### src/rtl/ddr_cmd_pkg.sv
package ddr_cmd_pkg;

  typedef enum logic [3:0] {
    ST_IDLE,
    ST_ACT,
    ST_RCD,
    ST_RD,
    ST_CL,
    ST_RDATA,
    ST_WR,
    ST_WDATA,
    ST_WREC,
    ST_REF,
    ST_RFC
  } state_e;

  typedef enum logic [2:0] {
    CMD_NOP,
    CMD_ACT,
    CMD_READ,
    CMD_WRITE,
    CMD_AREF
  } cmd_e;

  typedef struct packed {
    logic cs_n;
    logic ras_n;
    logic cas_n;
    logic we_n;
  } pins_t;

  localparam pins_t PINS_NOP   = '{1'b0, 1'b1, 1'b1, 1'b1};
  localparam pins_t PINS_ACT   = '{1'b0, 1'b0, 1'b1, 1'b1};
  localparam pins_t PINS_READ  = '{1'b0, 1'b1, 1'b0, 1'b1};
  localparam pins_t PINS_WRITE = '{1'b0, 1'b1, 1'b0, 1'b0};
  localparam pins_t PINS_AREF  = '{1'b0, 1'b0, 1'b0, 1'b1};

  // address bit that requests auto precharge on column commands
  localparam int AP_BIT = 10;

endpackage

### src/rtl/ddr_ref_timer.sv
module ddr_ref_timer #(
  parameter int PERIOD = 780
) (
  input  logic clk_i,
  input  logic rst_ni,
  input  logic reload_i,
  output logic req_o
);
  localparam int W = $clog2(PERIOD + 1);
  localparam logic [W-1:0] START = W'(PERIOD - 1);

  logic [W-1:0] cnt_q;

  always_ff @(posedge clk_i or negedge rst_ni) begin
    if (!rst_ni)              cnt_q <= START;
    else if (reload_i)        cnt_q <= START;
    else if (cnt_q != '0)     cnt_q <= cnt_q - 1'b1;
  end

  // held until the refresh finishes and reloads the count
  assign req_o = (cnt_q == '0);

endmodule

### src/rtl/ddr_wait_cnt.sv
module ddr_wait_cnt #(
  parameter int W = 4
) (
  input  logic         clk_i,
  input  logic         rst_ni,
  input  logic         load_i,
  input  logic [W-1:0] val_i,
  output logic         done_o
);
  logic [W-1:0] cnt_q;

  always_ff @(posedge clk_i or negedge rst_ni) begin
    if (!rst_ni)            cnt_q <= '0;
    else if (load_i)        cnt_q <= val_i;
    else if (cnt_q != '0)   cnt_q <= cnt_q - 1'b1;
  end

  assign done_o = (cnt_q == '0);

endmodule

### src/rtl/ddr_cmd_enc.sv
module ddr_cmd_enc
  import ddr_cmd_pkg::*;
#(
  parameter int BANK_W = 2,
  parameter int ROW_W  = 13,
  parameter int COL_W  = 10,
  parameter int ADDR_W = 13
) (
  input  cmd_e              cmd_i,
  input  logic [BANK_W-1:0] bank_i,
  input  logic [ROW_W-1:0]  row_i,
  input  logic [COL_W-1:0]  col_i,
  output pins_t             pins_o,
  output logic [BANK_W-1:0] ba_o,
  output logic [ADDR_W-1:0] addr_o
);
  // column must stay below the auto-precharge bit
  localparam int COL_USE = (COL_W > AP_BIT) ? AP_BIT : COL_W;

  always_comb begin
    pins_o = PINS_NOP;
    ba_o   = '0;
    addr_o = '0;
    unique case (cmd_i)
      CMD_ACT: begin
        pins_o = PINS_ACT;
        ba_o   = bank_i;
        addr_o[ROW_W-1:0] = row_i;
      end
      CMD_READ, CMD_WRITE: begin
        pins_o = (cmd_i == CMD_READ) ? PINS_READ : PINS_WRITE;
        ba_o   = bank_i;
        addr_o[COL_USE-1:0] = col_i[COL_USE-1:0];
        addr_o[AP_BIT] = 1'b1;
      end
      CMD_AREF: pins_o = PINS_AREF;
      default:  pins_o = PINS_NOP;
    endcase
  end

endmodule

### src/rtl/ddr_cmd_ctrl.sv
module ddr_cmd_ctrl
  import ddr_cmd_pkg::*;
#(
  parameter int BANK_W     = 2,
  parameter int ROW_W      = 13,
  parameter int COL_W      = 10,
  parameter int ADDR_W     = 13,
  parameter int T_RCD      = 3,
  parameter int CAS_LAT    = 2,
  parameter int T_WR       = 2,
  parameter int T_RFC      = 8,
  parameter int BURST_LEN  = 4,
  parameter int REF_PERIOD = 780
) (
  input  logic              clk_i,
  input  logic              rst_ni,
  input  logic              init_done_i,
  input  logic              host_req_i,
  input  logic              host_we_i,
  input  logic [BANK_W-1:0] host_bank_i,
  input  logic [ROW_W-1:0]  host_row_i,
  input  logic [COL_W-1:0]  host_col_i,
  output logic              ref_req_o,
  output logic              ref_ack_o,
  output logic              rd_ack_o,
  output logic              wr_ack_o,
  output logic              rd_capture_o,
  output logic              wr_drive_o,
  output logic              cs_n_o,
  output logic              ras_n_o,
  output logic              cas_n_o,
  output logic              we_n_o,
  output logic [BANK_W-1:0] ba_o,
  output logic [ADDR_W-1:0] addr_o
);
  localparam int DATA_CYC = BURST_LEN / 2;
  // cycles spent in each wait state
  localparam int RCD_D = T_RCD - 1;
  localparam int CL_D  = CAS_LAT - 1;
  localparam int RFC_D = T_RFC - 1;
  localparam int MAX_A = (T_RCD > CAS_LAT) ? T_RCD : CAS_LAT;
  localparam int MAX_B = (T_WR > T_RFC) ? T_WR : T_RFC;
  localparam int MAX_C = (MAX_A > MAX_B) ? MAX_A : MAX_B;
  localparam int MAX_V = (MAX_C > DATA_CYC) ? MAX_C : DATA_CYC;
  localparam int CNT_W = $clog2(MAX_V + 1);
  localparam logic [CNT_W-1:0] RCD_L = CNT_W'((RCD_D > 0) ? RCD_D - 1 : 0);
  localparam logic [CNT_W-1:0] CL_L  = CNT_W'((CL_D > 0) ? CL_D - 1 : 0);
  localparam logic [CNT_W-1:0] RFC_L = CNT_W'((RFC_D > 0) ? RFC_D - 1 : 0);
  localparam logic [CNT_W-1:0] DAT_L = CNT_W'(DATA_CYC - 1);
  localparam logic [CNT_W-1:0] WR_L  = CNT_W'(T_WR - 1);

  state_e            state_q, state_d;
  logic              we_q;
  logic [BANK_W-1:0] bank_q;
  logic [ROW_W-1:0]  row_q;
  logic [COL_W-1:0]  col_q;
  logic              accept;
  logic              ld;
  logic [CNT_W-1:0]  ld_val;
  logic              wait_done;
  logic              ref_reload;
  logic              fsm_idle;
  cmd_e              cmd;
  pins_t             pins;

  ddr_ref_timer #(.PERIOD(REF_PERIOD)) u_ref_timer (
    .clk_i   (clk_i),
    .rst_ni  (rst_ni),
    .reload_i(ref_reload),
    .req_o   (ref_req_o)
  );

  ddr_wait_cnt #(.W(CNT_W)) u_wait_cnt (
    .clk_i (clk_i),
    .rst_ni(rst_ni),
    .load_i(ld),
    .val_i (ld_val),
    .done_o(wait_done)
  );

  always_comb begin
    state_d    = state_q;
    accept     = 1'b0;
    ld         = 1'b0;
    ld_val     = '0;
    ref_reload = 1'b0;
    rd_ack_o   = 1'b0;
    wr_ack_o   = 1'b0;
    unique case (state_q)
      ST_IDLE: begin
        if (init_done_i) begin
          if (ref_req_o) begin
            state_d = ST_REF;
          end else if (host_req_i) begin
            state_d = ST_ACT;
            accept  = 1'b1;
          end
        end
      end
      ST_ACT: begin
        if (RCD_D > 0) begin
          state_d = ST_RCD;
          ld      = 1'b1;
          ld_val  = RCD_L;
        end else begin
          state_d = we_q ? ST_WR : ST_RD;
        end
      end
      ST_RCD: if (wait_done) state_d = we_q ? ST_WR : ST_RD;
      ST_RD: begin
        ld = 1'b1;
        if (CL_D > 0) begin
          state_d = ST_CL;
          ld_val  = CL_L;
        end else begin
          state_d = ST_RDATA;
          ld_val  = DAT_L;
        end
      end
      ST_CL: begin
        if (wait_done) begin
          state_d = ST_RDATA;
          ld      = 1'b1;
          ld_val  = DAT_L;
        end
      end
      ST_RDATA: begin
        if (wait_done) begin
          state_d  = ST_IDLE;
          rd_ack_o = 1'b1;
        end
      end
      ST_WR: begin
        state_d = ST_WDATA;
        ld      = 1'b1;
        ld_val  = DAT_L;
      end
      ST_WDATA: begin
        if (wait_done) begin
          state_d = ST_WREC;
          ld      = 1'b1;
          ld_val  = WR_L;
        end
      end
      ST_WREC: begin
        if (wait_done) begin
          state_d  = ST_IDLE;
          wr_ack_o = 1'b1;
        end
      end
      ST_REF: begin
        if (RFC_D > 0) begin
          state_d = ST_RFC;
          ld      = 1'b1;
          ld_val  = RFC_L;
        end else begin
          state_d    = ST_IDLE;
          ref_reload = 1'b1;
        end
      end
      ST_RFC: begin
        if (wait_done) begin
          state_d    = ST_IDLE;
          ref_reload = 1'b1;
        end
      end
      default: state_d = ST_IDLE;
    endcase
  end

  always_ff @(posedge clk_i or negedge rst_ni) begin
    if (!rst_ni) state_q <= ST_IDLE;
    else         state_q <= state_d;
  end

  always_ff @(posedge clk_i or negedge rst_ni) begin
    if (!rst_ni) begin
      we_q   <= 1'b0;
      bank_q <= '0;
      row_q  <= '0;
      col_q  <= '0;
    end else if (accept) begin
      we_q   <= host_we_i;
      bank_q <= host_bank_i;
      row_q  <= host_row_i;
      col_q  <= host_col_i;
    end
  end

  always_comb begin
    unique case (state_q)
      ST_ACT:  cmd = CMD_ACT;
      ST_RD:   cmd = CMD_READ;
      ST_WR:   cmd = CMD_WRITE;
      ST_REF:  cmd = CMD_AREF;
      default: cmd = CMD_NOP;
    endcase
  end

  ddr_cmd_enc #(
    .BANK_W(BANK_W),
    .ROW_W (ROW_W),
    .COL_W (COL_W),
    .ADDR_W(ADDR_W)
  ) u_cmd_enc (
    .cmd_i (cmd),
    .bank_i(bank_q),
    .row_i (row_q),
    .col_i (col_q),
    .pins_o(pins),
    .ba_o  (ba_o),
    .addr_o(addr_o)
  );

  assign cs_n_o       = pins.cs_n;
  assign ras_n_o      = pins.ras_n;
  assign cas_n_o      = pins.cas_n;
  assign we_n_o       = pins.we_n;
  assign rd_capture_o = (state_q == ST_RDATA);
  assign wr_drive_o   = (state_q == ST_WDATA);
  assign ref_ack_o    = (state_q == ST_REF) || (state_q == ST_RFC);
  assign fsm_idle     = (state_q == ST_IDLE);

endmodule

### config.mk
export PLATFORM = sky130hd
export DESIGN_NAME = ddr_cmd_ctrl
export DESIGN_NICKNAME = d
export VERILOG_FILES = /design/src/rtl/ddr_cmd_pkg.sv /design/src/rtl/ddr_ref_timer.sv /design/src/rtl/ddr_wait_cnt.sv /design/src/rtl/ddr_cmd_enc.sv /design/src/rtl/ddr_cmd_ctrl.sv
export SDC_FILE = /design/constraint.sdc
export NUM_CORES = 1
export LEC_CHECK = 0
export BUFFER_PORTS_ARGS = -buffer_cell sky130_fd_sc_hd__buf_2
export CORE_ASPECT_RATIO = 0.75
export CORE_MARGIN = 1.5
export CORE_UTILIZATION = 28
export DETAILED_ROUTE_END_ITERATION = 6
export MAX_ROUTING_LAYER = met4
export SETUP_SLACK_MARGIN = 0.2
export SLEW_MARGIN = 10
export SYNTH_ARGS = -nofsm -noshare
export SYNTH_HDL_FRONTEND = slang
export SYNTH_HIERARCHICAL = 1
export SYNTH_SLANG_ARGS = --single-unit
### constraint.sdc
create_clock -name clk_i -period 2.8 [get_ports clk_i]
set_input_delay 0.28 -clock clk_i [delete_from_list [all_inputs] [get_ports clk_i]]
set_output_delay 0.28 -clock clk_i [all_outputs]
set_load 0.01 [all_outputs]
[Word-level counts from Yosys, hierarchy flattened]
Index checks and enable logic that the tools add are counted.
Operators by class
  add/sub/neg operators: 2
  equality and inequality tests: 20
  mux-type cells: 30
  reductions and logical operators: 15
Operator list (number)
  2-to-1 mux 4 bit: 9
  one-hot mux 4 bit (9 select lines): 1
  one-hot mux 11 bit (2 select lines): 1
  2-to-1 mux 10 bit: 2
  == test 4 x 3 -> 1 bit, second input constant: 4
  == test 4 bit, second input constant: 3
  one-hot mux 3 bit (4 select lines): 1
  one-hot mux 4 bit (3 select lines): 1
  zero test 10 bit: 1
  2-to-1 mux 1 bit: 10
  nonzero test 10 bit: 1
  subtractor 10 x 1 -> 10 bit, second input constant: 1
  one-hot mux 3 bit (3 select lines): 1
  == test 4 x 2 -> 1 bit, second input constant: 2
  zero test 4 bit: 2
  != test 2 x 1 -> 1 bit, second input constant: 4
  == test 3 x 2 -> 1 bit, second input constant: 2
  AND reduction 6 bit: 1
  OR reduction 2 bit: 3
  OR reduction 3 bit: 2
  == test 4 x 1 -> 1 bit, second input constant: 1
  2-to-1 mux 2 bit: 2
  nonzero test 2 bit: 2
  nonzero test 4 bit: 1
  9 further kinds: 9
Word-level totals
  register bits: 44
  input port bits: 30
  output and inout bits: 25
  word-level logic and storage cells: 74

[Depth between registers and ports, before layout]
Gate-level depths: netlist (run 1).
  depth after elaboration: 5
  depth in mapped cells: 9
  depth with buffers taken out: 8

[Hierarchy]
Netlist (run 1), hierarchy kept.
By module, submodules not included
  ddr_cmd_ctrl: instances 1, cells each 112, area each 1400.1 sq um, seq. area each 750.7 sq um
  ddr_ref_timer: instances 1, cells each 53, area each 536.8 sq um, seq. area each 256.5 sq um
  ddr_cmd_enc: instances 1, cells each 30, area each 277.8 sq um, seq. area each 0.0 sq um
  ddr_wait_cnt: instances 1, cells each 22, area each 234.0 sq um, seq. area each 100.1 sq um

[Worst setup path after synthesis (run 1)]
OpenSTA, ideal clock, no wires.
  kind: register to register
  start: reg u_ref_timer.cnt_q[0]
  end: reg state_q[0]
  setup time: 0.125 ns
  arrival time: 2.263 ns
  data required time: 2.675 ns
  slack: 0.412 ns
  stages on the path, launching flop included: 8
  buffers on the path: 0
  period minus slack after synthesis: 2.388 ns
  cells stage by stage: dfstp_2 -> inv_1 -> ha_1 -> or4b_4 -> nor4_4 -> o21a_1 -> o32ai_1 -> mux2_2
On the way
  word-level cells in the longest chain between the ends: 4
  elaborated cells between the ends (all ways): 6
  classes of those cells: eq/ne: 1; mux: 3; reduce/logical: 2
Ends and longest elaborated chain
  start: declaration: line ddr_ref_timer.sv:12  | logic [W-1:0] cnt_q;
  start signal: assignment: line ddr_ref_timer.sv:17  | else if (cnt_q != '0) cnt_q <= cnt_q - 1'b1;
  zero test 10 bit *: line ddr_ref_timer.sv:21  | assign req_o = (cnt_q == '0);
  via ref_req_o: line ddr_cmd_ctrl.sv:23  | output logic ref_req_o,
  2-to-1 mux 4 bit: line ddr_cmd_ctrl.sv:92  | if (ref_req_o) begin
  2-to-1 mux 4 bit: line ddr_cmd_ctrl.sv:91  | if (init_done_i) begin
  one-hot mux 4 bit (9 select lines): line ddr_cmd_ctrl.sv:89  | unique case (state_q)
  end signal: assignment: line ddr_cmd_ctrl.sv:173  | else state_q <= state_d;
  end: declaration: line ddr_cmd_ctrl.sv:52  | state_e state_q, state_d;
The timed path passes the listed nets; every way through them passes the cells marked *. The select of a mux whose other input is x is not followed.
A chain may end at the register's enable or synchronous reset.

[Worst setup path after layout (run 1)]
  start: reg u_ref_timer.cnt_q[0]
  end: reg row_q[9]
On the way
  word-level cells in the longest chain between the ends: 4
Ends and longest elaborated chain
  zero test 10 bit: line ddr_ref_timer.sv:21
  2-to-1 mux 1 bit: line ddr_cmd_ctrl.sv:92
  2-to-1 mux 1 bit: line ddr_cmd_ctrl.sv:91
  2-to-1 mux 1 bit: line ddr_cmd_ctrl.sv:89
  end signal: assignment: line ddr_cmd_ctrl.sv:185  | row_q <= host_row_i;
  end: declaration: line ddr_cmd_ctrl.sv:55  | logic [ROW_W-1:0] row_q;
No other way between the ends.

==> results of run 1 <==
==> stage by stage <==
| step | hold slack [ps] | area [µm²] | cells | setup WS (ps) | total power, mW |
|---|---|---|---|---|---|
| finish | 149.3 | 3002 | 380 | 341.7 | 3.719 |
| global route | 218.6 | 3002 | 380 | 176.8 | 4.024 |
| CTS | 202.3 | 2980 | 379 | 267.9 | 3.720 |
| detailed placement | 493.0 | 2788 | 369 | 333.9 | 3.008 |
| global placement | 483.1 | 2788 | 369 | 428.0 | 2.978 |
| floorplan | -15.59 | 2449 | 217 | 412.3 | 2.574 |
==> cell usage in the layout (no fill, tap or decap), types with 4 or more instances in the layout <==
cell	Yosys	layout
nor3_1	5	5
buf_2	2	53
nor2_1	15	15
nand2b_1	8	7
a32o_1	11	11
mux2_2	30	30
a21oi_1	12	12
o21ai_0	6	6
buf_4	1	9
nand2_1	7	7
dfstp_2	5	5
nor3b_1	6	5
dfrtp_1	39	38
clkbuf_16	0	5
inv_1	7	7
or3_1	4	4
==> routing by layer <==
metal  vias up  global-route usage [%]  share of wire [%]
met1       917                   15.55                 47
met2        44                   19.64                 47
met4         0                   4.779                1.6
met3         7                   3.558                4.5
li1        902                       -                  -
met5         -                       -                  0
==> critical path, delay by kind of cell (launching register included) <==
kind,cells,cell delay (ps)
muxes,1,310
DFF,1,370
adders and majority gates,1,240
buffers and inverters,3,500
and+or+nand+nor,3,900
==> repair_timing <==
action	CTS	global route
endpoints found under the setup margin	1	41
pin swaps	1	0
resized for setup	0	5
buffers inserted	2	0
hold buffers	0	0
==> power by group through the flow <==
stage | clock network (mW) | logic (mW) | registers [mW]
floorplan | 0 | 1.43 | 1.14
global placement | 0 | 1.73 | 1.24
detailed placement | 0 | 1.76 | 1.25
CTS | 0.703 | 1.77 | 1.24
global route | 0.739 | 1.98 | 1.30
finish | 0.688 | 1.78 | 1.25
==> sequential cells by signal, summed over array words and instances (netlist names) <==
signal and count:
bank_q 2, col_q 10, row_q 13, state_q 4, u_ref_timer/cnt_q 10, u_wait_cnt/cnt_q 4, we_q 1
==> kinds of logic after synthesis <==
family,share of synthesized area (%)
adders and majority gates,1.022
AOI/OAI and AO/OA,13.03
xor gates and xnor gates,1.431
and+or+nand+nor,18.24
other,0.3067
muxes,15.02
buffers and inverters,5.723
DFF,45.22
==> cell type report <==
type                            count  area share (%)
Inverter                            7          0.8754
Clock inverter                      2           1.292
Antenna cell                        1         0.08337
Multi-Input combinational cell    150           40.60
Timing Repair Buffer               62           11.09
Clock buffer                        6           4.627
Tap cell                          108           4.502
Sequential cell                    44           36.93
==> final timing paths <==
path | startpoint | to | cells after the start
max in group asynchronous | rst_ni | state_q[0] | 1
min | rst_ni | u_wait_cnt/cnt_q[3] | 1
max reg2reg | u_ref_timer/cnt_q[0] | row_q[9] | 8
min reg2reg | row_q[12] | row_q[12] | 1
max | u_ref_timer/cnt_q[0] | row_q[9] | 8
min in group clk_i | host_col_i[5] | col_q[5] | 2
==> flow_metrics.py, run 1 <==
metrics = {
    "logic_synthesis": {
        "ys.flop_type": "dfrtp_1",
        "ys_seq_area_share_pct": 45.22,
        "yosys_warnings": 6,
        "post_synth_num_cell_types": 53,
        "synth_edf_count": 0,
        "synth.net_count": 249,
        "synth.most_common_cell": "dfrtp_1",
        "synth_area_mm2": 0.002449,
        "yosys-top-cells-count": "dfrtp_1, mux2_2, nor2_1",
        "yosys.area.top_type": "dfrtp_1",
        "async_reset_ff_share_pct": 100.0,
        "syn_avg_cell_area_um2": 11.28,
        "synth_area_leaders": "dfrtp_1, mux2_2, dfstp_2, a32o_1, a21oi_1",
        "ys_seq_elements": 44,
        "synth_top_area_share_pct": 39.86,
        "netlist_instances": 217,
    },
    "power_and_ir_drop": {
        "p_leak_nw": 1.313,
        "combPwrFrac_pct": 47.9,
        "ir_drop_v": 0.0003763,
        "p_seq_share_pct": 33.6,
        "internal_power_mw": 2.318,
        "clockPowerShare_pct": 18.5,
        "switchingPower_mw": 1.401,
        "p_per_area_mw_per_mm2": 1239,
        "sw_frac_of_total_pct": 37.68,
    },
    "setup_path": {
        "slowest_stage": "or4b_4",
        "path_class": "flip-flop to flip-flop",
        "slowest_delay_ps": 520,
        "crit_path_end_kind": "flip-flop",
        "r2r_slack_ps": 340,
        "crit_path_start_kind": "flip-flop",
        "path_cells": "inv_1 > ha_2 > or4b_4 > nor4_4 > buf_4 > nor4_4 > buf_4 > mux2_2",
        "critPathArrivalTime_ps": 2630,
        "crit_fanout": 26,
        "required_ps": 2970,
    },
    "floorplanning": {
        "rows": 29,
        "die_h_um": 83.99,
        "pin_count": 55,
        "core_area_mm2": 0.008491,
        "initial_core_util_pct": 28.84,
        "dieArea_mm2": 0.009321,
        "die_x_um": 111.0,
    },
    "sta": {
        "relSlewSlack_pct": 34.61,
        "grt_setup_unrepaired": "yes",
        "hold_violations": 0,
        "period_minus_slack_ps": 2458,
        "setup_viol": 0,
        "layout_worst_path_cycle_share_pct": 87.80,
        "slew_viol_final": 0,
        "fin_skew_ps": 5.317,
        "max_freq_mhz": 406.8,
        "worst_slew_pin_slew_ps": 980.9,
        "tns_ps": 0,
    },
    "clock_network": {
        "clk_latency_ps": 290,
        "cts_sinks": 44,
        "cts-root-buf": "clkbuf_16",
        "numCtsBuffers": 5,
        "cts_tree": "done",
        "cts_buffer_depth": 2,
        "htreeDepth": 2,
        "path_clk_slew_ps": 60,
    },
    "layout": {
        "layout-drive-gt1-share_pct": 44.65,
        "num-fill-cells": 858,
        "multi_input_area_mm2": 0.001219,
        "area_growth_pct": 22.59,
        "final_nets": 302,
        "regArea_mm2": 0.001109,
        "fin_util_pct": 35.35,
    },
    "grt": {
        "grt_start_max_net_pins": 45,
        "grt_pass1_wl_mm": 9.032,
        "antenna_found_initial": 1,
        "grt_use_total_pct": 12.58,
        "first_global_vias": 1848,
        "grt_overflow": 0,
    },
    "routing": {
        "first_pass_iters": 4,
        "wirelength_mm": 5.335,
        "vias_per_cell": 4.921,
        "post_drt_wl_per_cell_um": 14.04,
        "drc_errors": 0,
        "first_iter_violations": 62,
        "antenna_left": 0,
        "via_count": 1870,
    },
    "run": {
        "maxCapViolCount": 0,
    },
    "placement": {
        "hpwlAfterDp_mm": 3.833,
        "port_buffers": 53,
        "place_congestion": 0.7843,
    },
    "status": {
        "status": "finished clean",
    },
    "hold_path": {
        "hp-class": "primary input to async pin",
    },
}
No activity file was read; power rests on OpenSTA's default activity.
==> run 2, diff against run 1 <==
--- a/config.mk
+++ b/config.mk
@@ -15,5 +15,4 @@
 export SLEW_MARGIN = 10
 export SYNTH_ARGS = -nofsm -noshare
 export SYNTH_HDL_FRONTEND = slang
-export SYNTH_HIERARCHICAL = 1
 export SYNTH_SLANG_ARGS = --single-unit
==> run 2 against run 1 <==
Sequential cell count unchanged. First-iteration DRC count is 11% lower. Critical path depth fell by 2. Combinational power decreased by 11%. Routed wire length grew 6.8%.
==> flow_metrics.py, run 2 <==
metrics = {
    "logic_synthesis": {
        "ys_seq_elements": 44,
        "synth.net_count": 263,
        "synth_top_area_share_pct": 39.76,
        "netlist_instances": 230,
        "async_reset_ff_share_pct": 100.0,
        "yosys.area.top_type": "dfrtp_1",
        "synth_area_leaders": "dfrtp_1, mux2_4, dfstp_2, a22o_1, mux2_2",
        "syn_avg_cell_area_um2": 10.67,
        "post_synth_num_cell_types": 54,
        "ys_seq_area_share_pct": 45.11,
        "synth_edf_count": 0,
        "yosys_warnings": 0,
        "yosys-top-cells-count": "dfrtp_1, mux2_4, nor2_1",
        "synth.most_common_cell": "dfrtp_1",
        "synth_area_mm2": 0.002455,
        "ys.flop_type": "dfrtp_1",
    },
    "placement": {
        "port_buffers": 53,
        "place_congestion": 0.8232,
        "dp_slack_ps": 394.3,
        "place_area_mm2": 0.002864,
        "hpwlAfterDp_mm": 4.040,
    },
    "layout": {
        "layout_common_cells": "buf_2, dfrtp_1, mux2_4, nor2_1, nand2_1",
        "top_register": "row_q",
        "num_antenna_cells": 0,
        "area_growth_pct": 23.34,
        "top_regs": "row_q (13), col_q (10), u_ref_timer.cnt_q (10)",
        "num-fill-cells": 899,
        "layout-drive-gt1-share_pct": 37.28,
        "final_nets": 319,
        "largest_reg_flops": 13,
        "fin_util_pct": 35.66,
        "final_common_cell": "buf_2",
        "finalInstanceArea_mm2": 0.003028,
    },
    "floorplanning": {
        "die_x_um": 111.1,
        "pin_count": 55,
        "die_h_um": 84.09,
        "dieArea_mm2": 0.009344,
        "rows": 29,
        "core_area_mm2": 0.008491,
        "initial_core_util_pct": 28.91,
    },
    "setup_path": {
        "crit_path_end_kind": "flip-flop",
        "r2r_slack_ps": 390,
        "reg2reg_depth": 6,
        "required_ps": 2970,
        "crit_fanout": 26,
        "r2r_start": "u_ref_timer.cnt_q[0]",
        "crit_path_end": "row_q[1]",
        "r2r_end": "row_q[1]",
        "crit_path_start_kind": "flip-flop",
        "critPathLaunch": "u_ref_timer.cnt_q[0]",
        "path_class": "flip-flop to flip-flop",
        "critPathArrivalTime_ps": 2570,
    },
    "sta": {
        "worst_slew_pin_slew_ps": 995.3,
        "setup_viol": 0,
        "slew_viol_final": 0,
        "setup_ws_ps": 390.5,
        "relSlewSlack_pct": 33.65,
        "hold_violations": 0,
        "layout_worst_path_cycle_share_pct": 86.05,
        "grt_setup_unrepaired": "no",
        "fin_skew_ps": 7.130,
        "tns_ps": 0,
        "max_freq_mhz": 415.0,
        "period_minus_slack_ps": 2409,
    },
    "clock_network": {
        "cts-root-buf": "clkbuf_16",
        "post_cts_buffers": 0,
        "htreeDepth": 2,
        "cts_buffer_depth": 2,
        "hold_buffers": 0,
        "cts_sinks": 44,
        "path_clk_slew_ps": 60,
        "clk_latency_ps": 280,
        "cts_tree": "done",
        "ctsResizeCount": 0,
        "numCtsBuffers": 5,
    },
    "grt": {
        "grt_pass1_wl_mm": 9.570,
        "grt_overflow": 0,
        "first_global_vias": 1955,
        "antenna_found_initial": 0,
        "grt_use_total_pct": 12.94,
        "grt_start_max_net_pins": 45,
    },
    "run": {
        "maxCapViolCount": 0,
    },
    "hold_path": {
        "hp-class": "primary input to async pin",
    },
    "routing": {
        "first_iter_violations": 55,
        "antenna_left": 0,
        "vias_per_cell": 4.878,
        "post_drt_wl_per_cell_um": 14.43,
        "first_pass_iters": 4,
        "via_count": 1927,
        "drc_errors": 0,
        "wirelength_mm": 5.699,
    },
    "status": {
        "status": "finished clean",
    },
    "power_and_ir_drop": {
        "ir_drop_v": 0.0003999,
        "p_per_area_mw_per_mm2": 1131,
        "p_leak_nw": 1.395,
    },
}
==> run 2: final cells by class <==
type	count	area [µm²]	area share [%]
Clock buffer	6	128.9	4.256
Clock inverter	2	35.03	1.157
Inverter	8	30.03	0.9917
Multi-Input combinational cell	165	1259	41.57
Sequential cell	44	1107	36.57
Tap cell	108	135.1	4.463
Timing Repair Buffer	62	332.8	10.99
==> run 2: worst min path at each step <==
stage / slack [ps] / from / depth (start not counted) / endpoint
global placement: 480 / row_q[12] / 1 / row_q[12]
CTS: 210 / rst_ni / 1 / u_ref_timer.cnt_q[6]
detailed placement: 490 / row_q[12] / 1 / row_q[12]
finish: 150 / rst_ni / 1 / u_ref_timer.cnt_q[5]
floorplan: -20 / rst_ni / 0 / bank_q[0]
global route: 220 / host_we_i / 2 / we_q
==> run 2: where the power goes <==
part	switching, mW	total (mW)	internal, mW
logic	0.806	1.58	0.772
registers	0.224	1.19	0.967
clock network	0.234	0.653	0.420
total	1.26	3.42	2.16
==> run 2: through the flow <==
step           hold slack [ps]  instances  total power [mW]
6_report                 153.5        395             3.423
5_1_grt                  224.5        395             3.674
4_1_cts                  211.0        395             3.441
3_5_place_dp             495.0        387             2.773
3_3_place_gp             484.3        387             2.733
2_1_floorplan           -15.59        230             2.298
==> run 2: worst max-delay path: stages (launching register included) <==
cell and delay, ps:
dfstp_2 530, inv_1 80, ha_1 210, or4b_1 230, nor3_4 60, nor2_4 750
mux2_2 420
==> run 2: kinds of logic after synthesis <==
group                      share of synthesized area, %
AOI/OAI and AO/OA                                 14.73
xor gates and xnor gates                          1.427
adders and majority gates                         1.529
buffers and inverters                             4.026
DFF                                               45.11
muxes                                             15.85
other                                            0.1528
and+or+nand+nor                                   17.18
==> run 2: metal layers <==
metal  vias to the layer above  global-route usage, %  wire length (µm)
met4                         0                  2.992                38
met5                         -                      -                 0
met1                       932                  18.34              2972
met2                        40                  19.14              2537
li1                        948                      -                 -
met3                         7                  2.542               151
==> run 3, diff against run 2 <==
--- a/config.mk
+++ b/config.mk
@@ -8,7 +8,7 @@
 export BUFFER_PORTS_ARGS = -buffer_cell sky130_fd_sc_hd__buf_2
 export CORE_ASPECT_RATIO = 0.75
 export CORE_MARGIN = 1.5
-export CORE_UTILIZATION = 28
+export CORE_UTILIZATION = 30
 export DETAILED_ROUTE_END_ITERATION = 6
 export MAX_ROUTING_LAYER = met4
 export SETUP_SLACK_MARGIN = 0.2
==> run 3 against run 2 <==
Worst hold slack worse by 13 ps. Global-route usage is 1.2 points higher. Critical path depth is 1 lower. Via count is 1.5% higher. First-iteration DRC count is 55% higher. Register-to-register slack better by 280 ps. Setup slack worse by 9.9 ps. Routed wire length is 2.5% lower. Critical path type is now flip-flop to output port. Critical endpoint is now wr_ack_o. Largest power group unchanged.
==> flow_metrics.py, run 3 (synthesized netlist as in run 2, its figures left out) <==
metrics = {
    "floorplanning": {
        "core_area_mm2": 0.007918,
        "dieArea_mm2": 0.008740,
        "pin_count": 55,
        "die_h_um": 81.34,
        "initial_core_util_pct": 31.01,
        "die_x_um": 107.5,
        "rows": 28,
    },
    "routing": {
        "first_pass_iters": 4,
        "drc_errors": 0,
        "vias_per_cell": 4.975,
        "post_drt_wl_per_cell_um": 14.14,
        "wirelength_mm": 5.556,
        "first_iter_violations": 85,
        "via_count": 1955,
        "antenna_left": 0,
    },
    "setup_path": {
        "r2r_end": "row_q[0]",
        "reg2reg_depth": 7,
        "critPathArrivalTime_ps": 2140,
        "crit_path_start_kind": "flip-flop",
        "r2r_slack_ps": 670,
        "required_ps": 2520,
        "path_class": "flip-flop to output port",
        "r2r_start": "u_ref_timer.cnt_q[0]",
        "crit_path_end_kind": "output port",
        "crit_fanout": 11,
    },
    "hold_path": {
        "hp-class": "primary input to async pin",
    },
    "layout": {
        "layout-drive-gt1-share_pct": 37.85,
        "largest_reg_flops": 13,
        "area_growth_pct": 22.27,
        "top_register": "row_q",
        "final_common_cell": "buf_2",
        "num-fill-cells": 817,
        "top_regs": "row_q (13), col_q (10), u_ref_timer.cnt_q (10)",
        "layout_common_cells": "buf_2, dfrtp_1, mux2_4, nor2_1, nand2_1",
        "regArea_mm2": 0.001107,
        "final_nets": 320,
        "multi_input_area_mm2": 0.001259,
        "instances_no_fill": 393,
        "num_antenna_cells": 0,
    },
    "placement": {
        "dp.cells": 385,
        "place_congestion": 0.7936,
        "hpwlAfterDp_mm": 4.002,
        "port_buffers": 53,
    },
    "clock_network": {
        "htreeDepth": 2,
        "cts_sinks": 44,
        "post_cts_buffers": 0,
        "cts_buffer_depth": 2,
        "cts_tree": "done",
        "path_clk_slew_ps": 80,
        "ctsResizeCount": 0,
        "cts-root-buf": "clkbuf_8",
        "hold_buffers": 0,
        "clk_latency_ps": 300,
        "numCtsBuffers": 5,
    },
    "sta": {
        "max_freq_mhz": 413.3,
        "grt_setup_unrepaired": "no",
        "setup_viol": 0,
        "period_minus_slack_ps": 2419,
        "slew_viol_final": 0,
        "layout_worst_path_cycle_share_pct": 86.41,
        "tns_ps": 0,
        "worst_slew_pin_slew_ps": 1006,
        "fin_skew_ps": 4.634,
        "relSlewSlack_pct": 32.93,
        "hold_violations": 0,
        "holdWs_ps": 140.5,
    },
    "grt": {
        "grt_overflow": 0,
        "first_global_vias": 1829,
        "grt_use_total_pct": 14.12,
        "antenna_found_initial": 0,
        "grt_start_max_net_pins": 45,
        "grt_pass1_wl_mm": 9.232,
    },
    "run": {
        "maxCapViolCount": 0,
    },
    "power_and_ir_drop": {
        "p_leak_nw": 1.384,
        "p_per_area_mw_per_mm2": 1091,
        "ir_drop_v": 0.0004156,
    },
    "status": {
        "status": "finished clean",
    },
}
## run 3: critical path, cell delays in order, from the launching register on
cell	delay, ps
dfrtp_1	450
inv_1	80
ha_1	210
or3b_2	610
nor4_1	280
buf_2	190
## run 3: power by group
group          internal [mW]  switching, mW
clock network          0.292          0.226
registers              0.966          0.222
logic                  0.775          0.794
## run 3: layout make-up
cell class	instances	area share, %
clock buffers	6	2.751
clock inverters	2	1.292
inverters	8	1.000
multi-input cells	165	41.93
flip-flops and latches	44	36.89
well taps	105	4.377
repair buffers	63	11.75
## run 3: how the worst max path moves through the flow
stage                    startpoint        end  slack [ps]  cells after the start
6_report        u_wait_cnt.cnt_q[0]   wr_ack_o         380                      5
3_5_place_dp   u_ref_timer.cnt_q[0]   col_q[6]         670                      7
2_1_floorplan  u_ref_timer.cnt_q[0]  bank_q[0]         790                      7
3_3_place_gp   u_ref_timer.cnt_q[0]   row_q[0]         720                      7
5_1_grt         u_wait_cnt.cnt_q[0]   wr_ack_o         220                      5
4_1_cts         u_wait_cnt.cnt_q[0]   wr_ack_o         380                      5
## run 3: per-stage QoR
step	cell area (µm²)	setup slack, ps	utilization, %	power (mW)
final	3002	380.6	37.91	3.275
after detailed placement	2880	670.3	36.38	2.774
after global routing	3002	221.5	37.91	3.563
after floorplan	2455	790.3	-	2.298
after CTS	3002	381.2	37.91	3.313
after global placement	2880	724.1	36.38	2.735
## run 3: routing by layer
| metal | up-vias | track usage, % | part of all wire [%] |
|---|---|---|---|
| met5 | - | - | 0 |
| met2 | 48 | 19.94 | 44 |
| met3 | 5 | 3.371 | 5.7 |
| li1 | 950 | - | - |
| met1 | 952 | 20.06 | 50 |
| met4 | 0 | 3.947 | 0.86 |
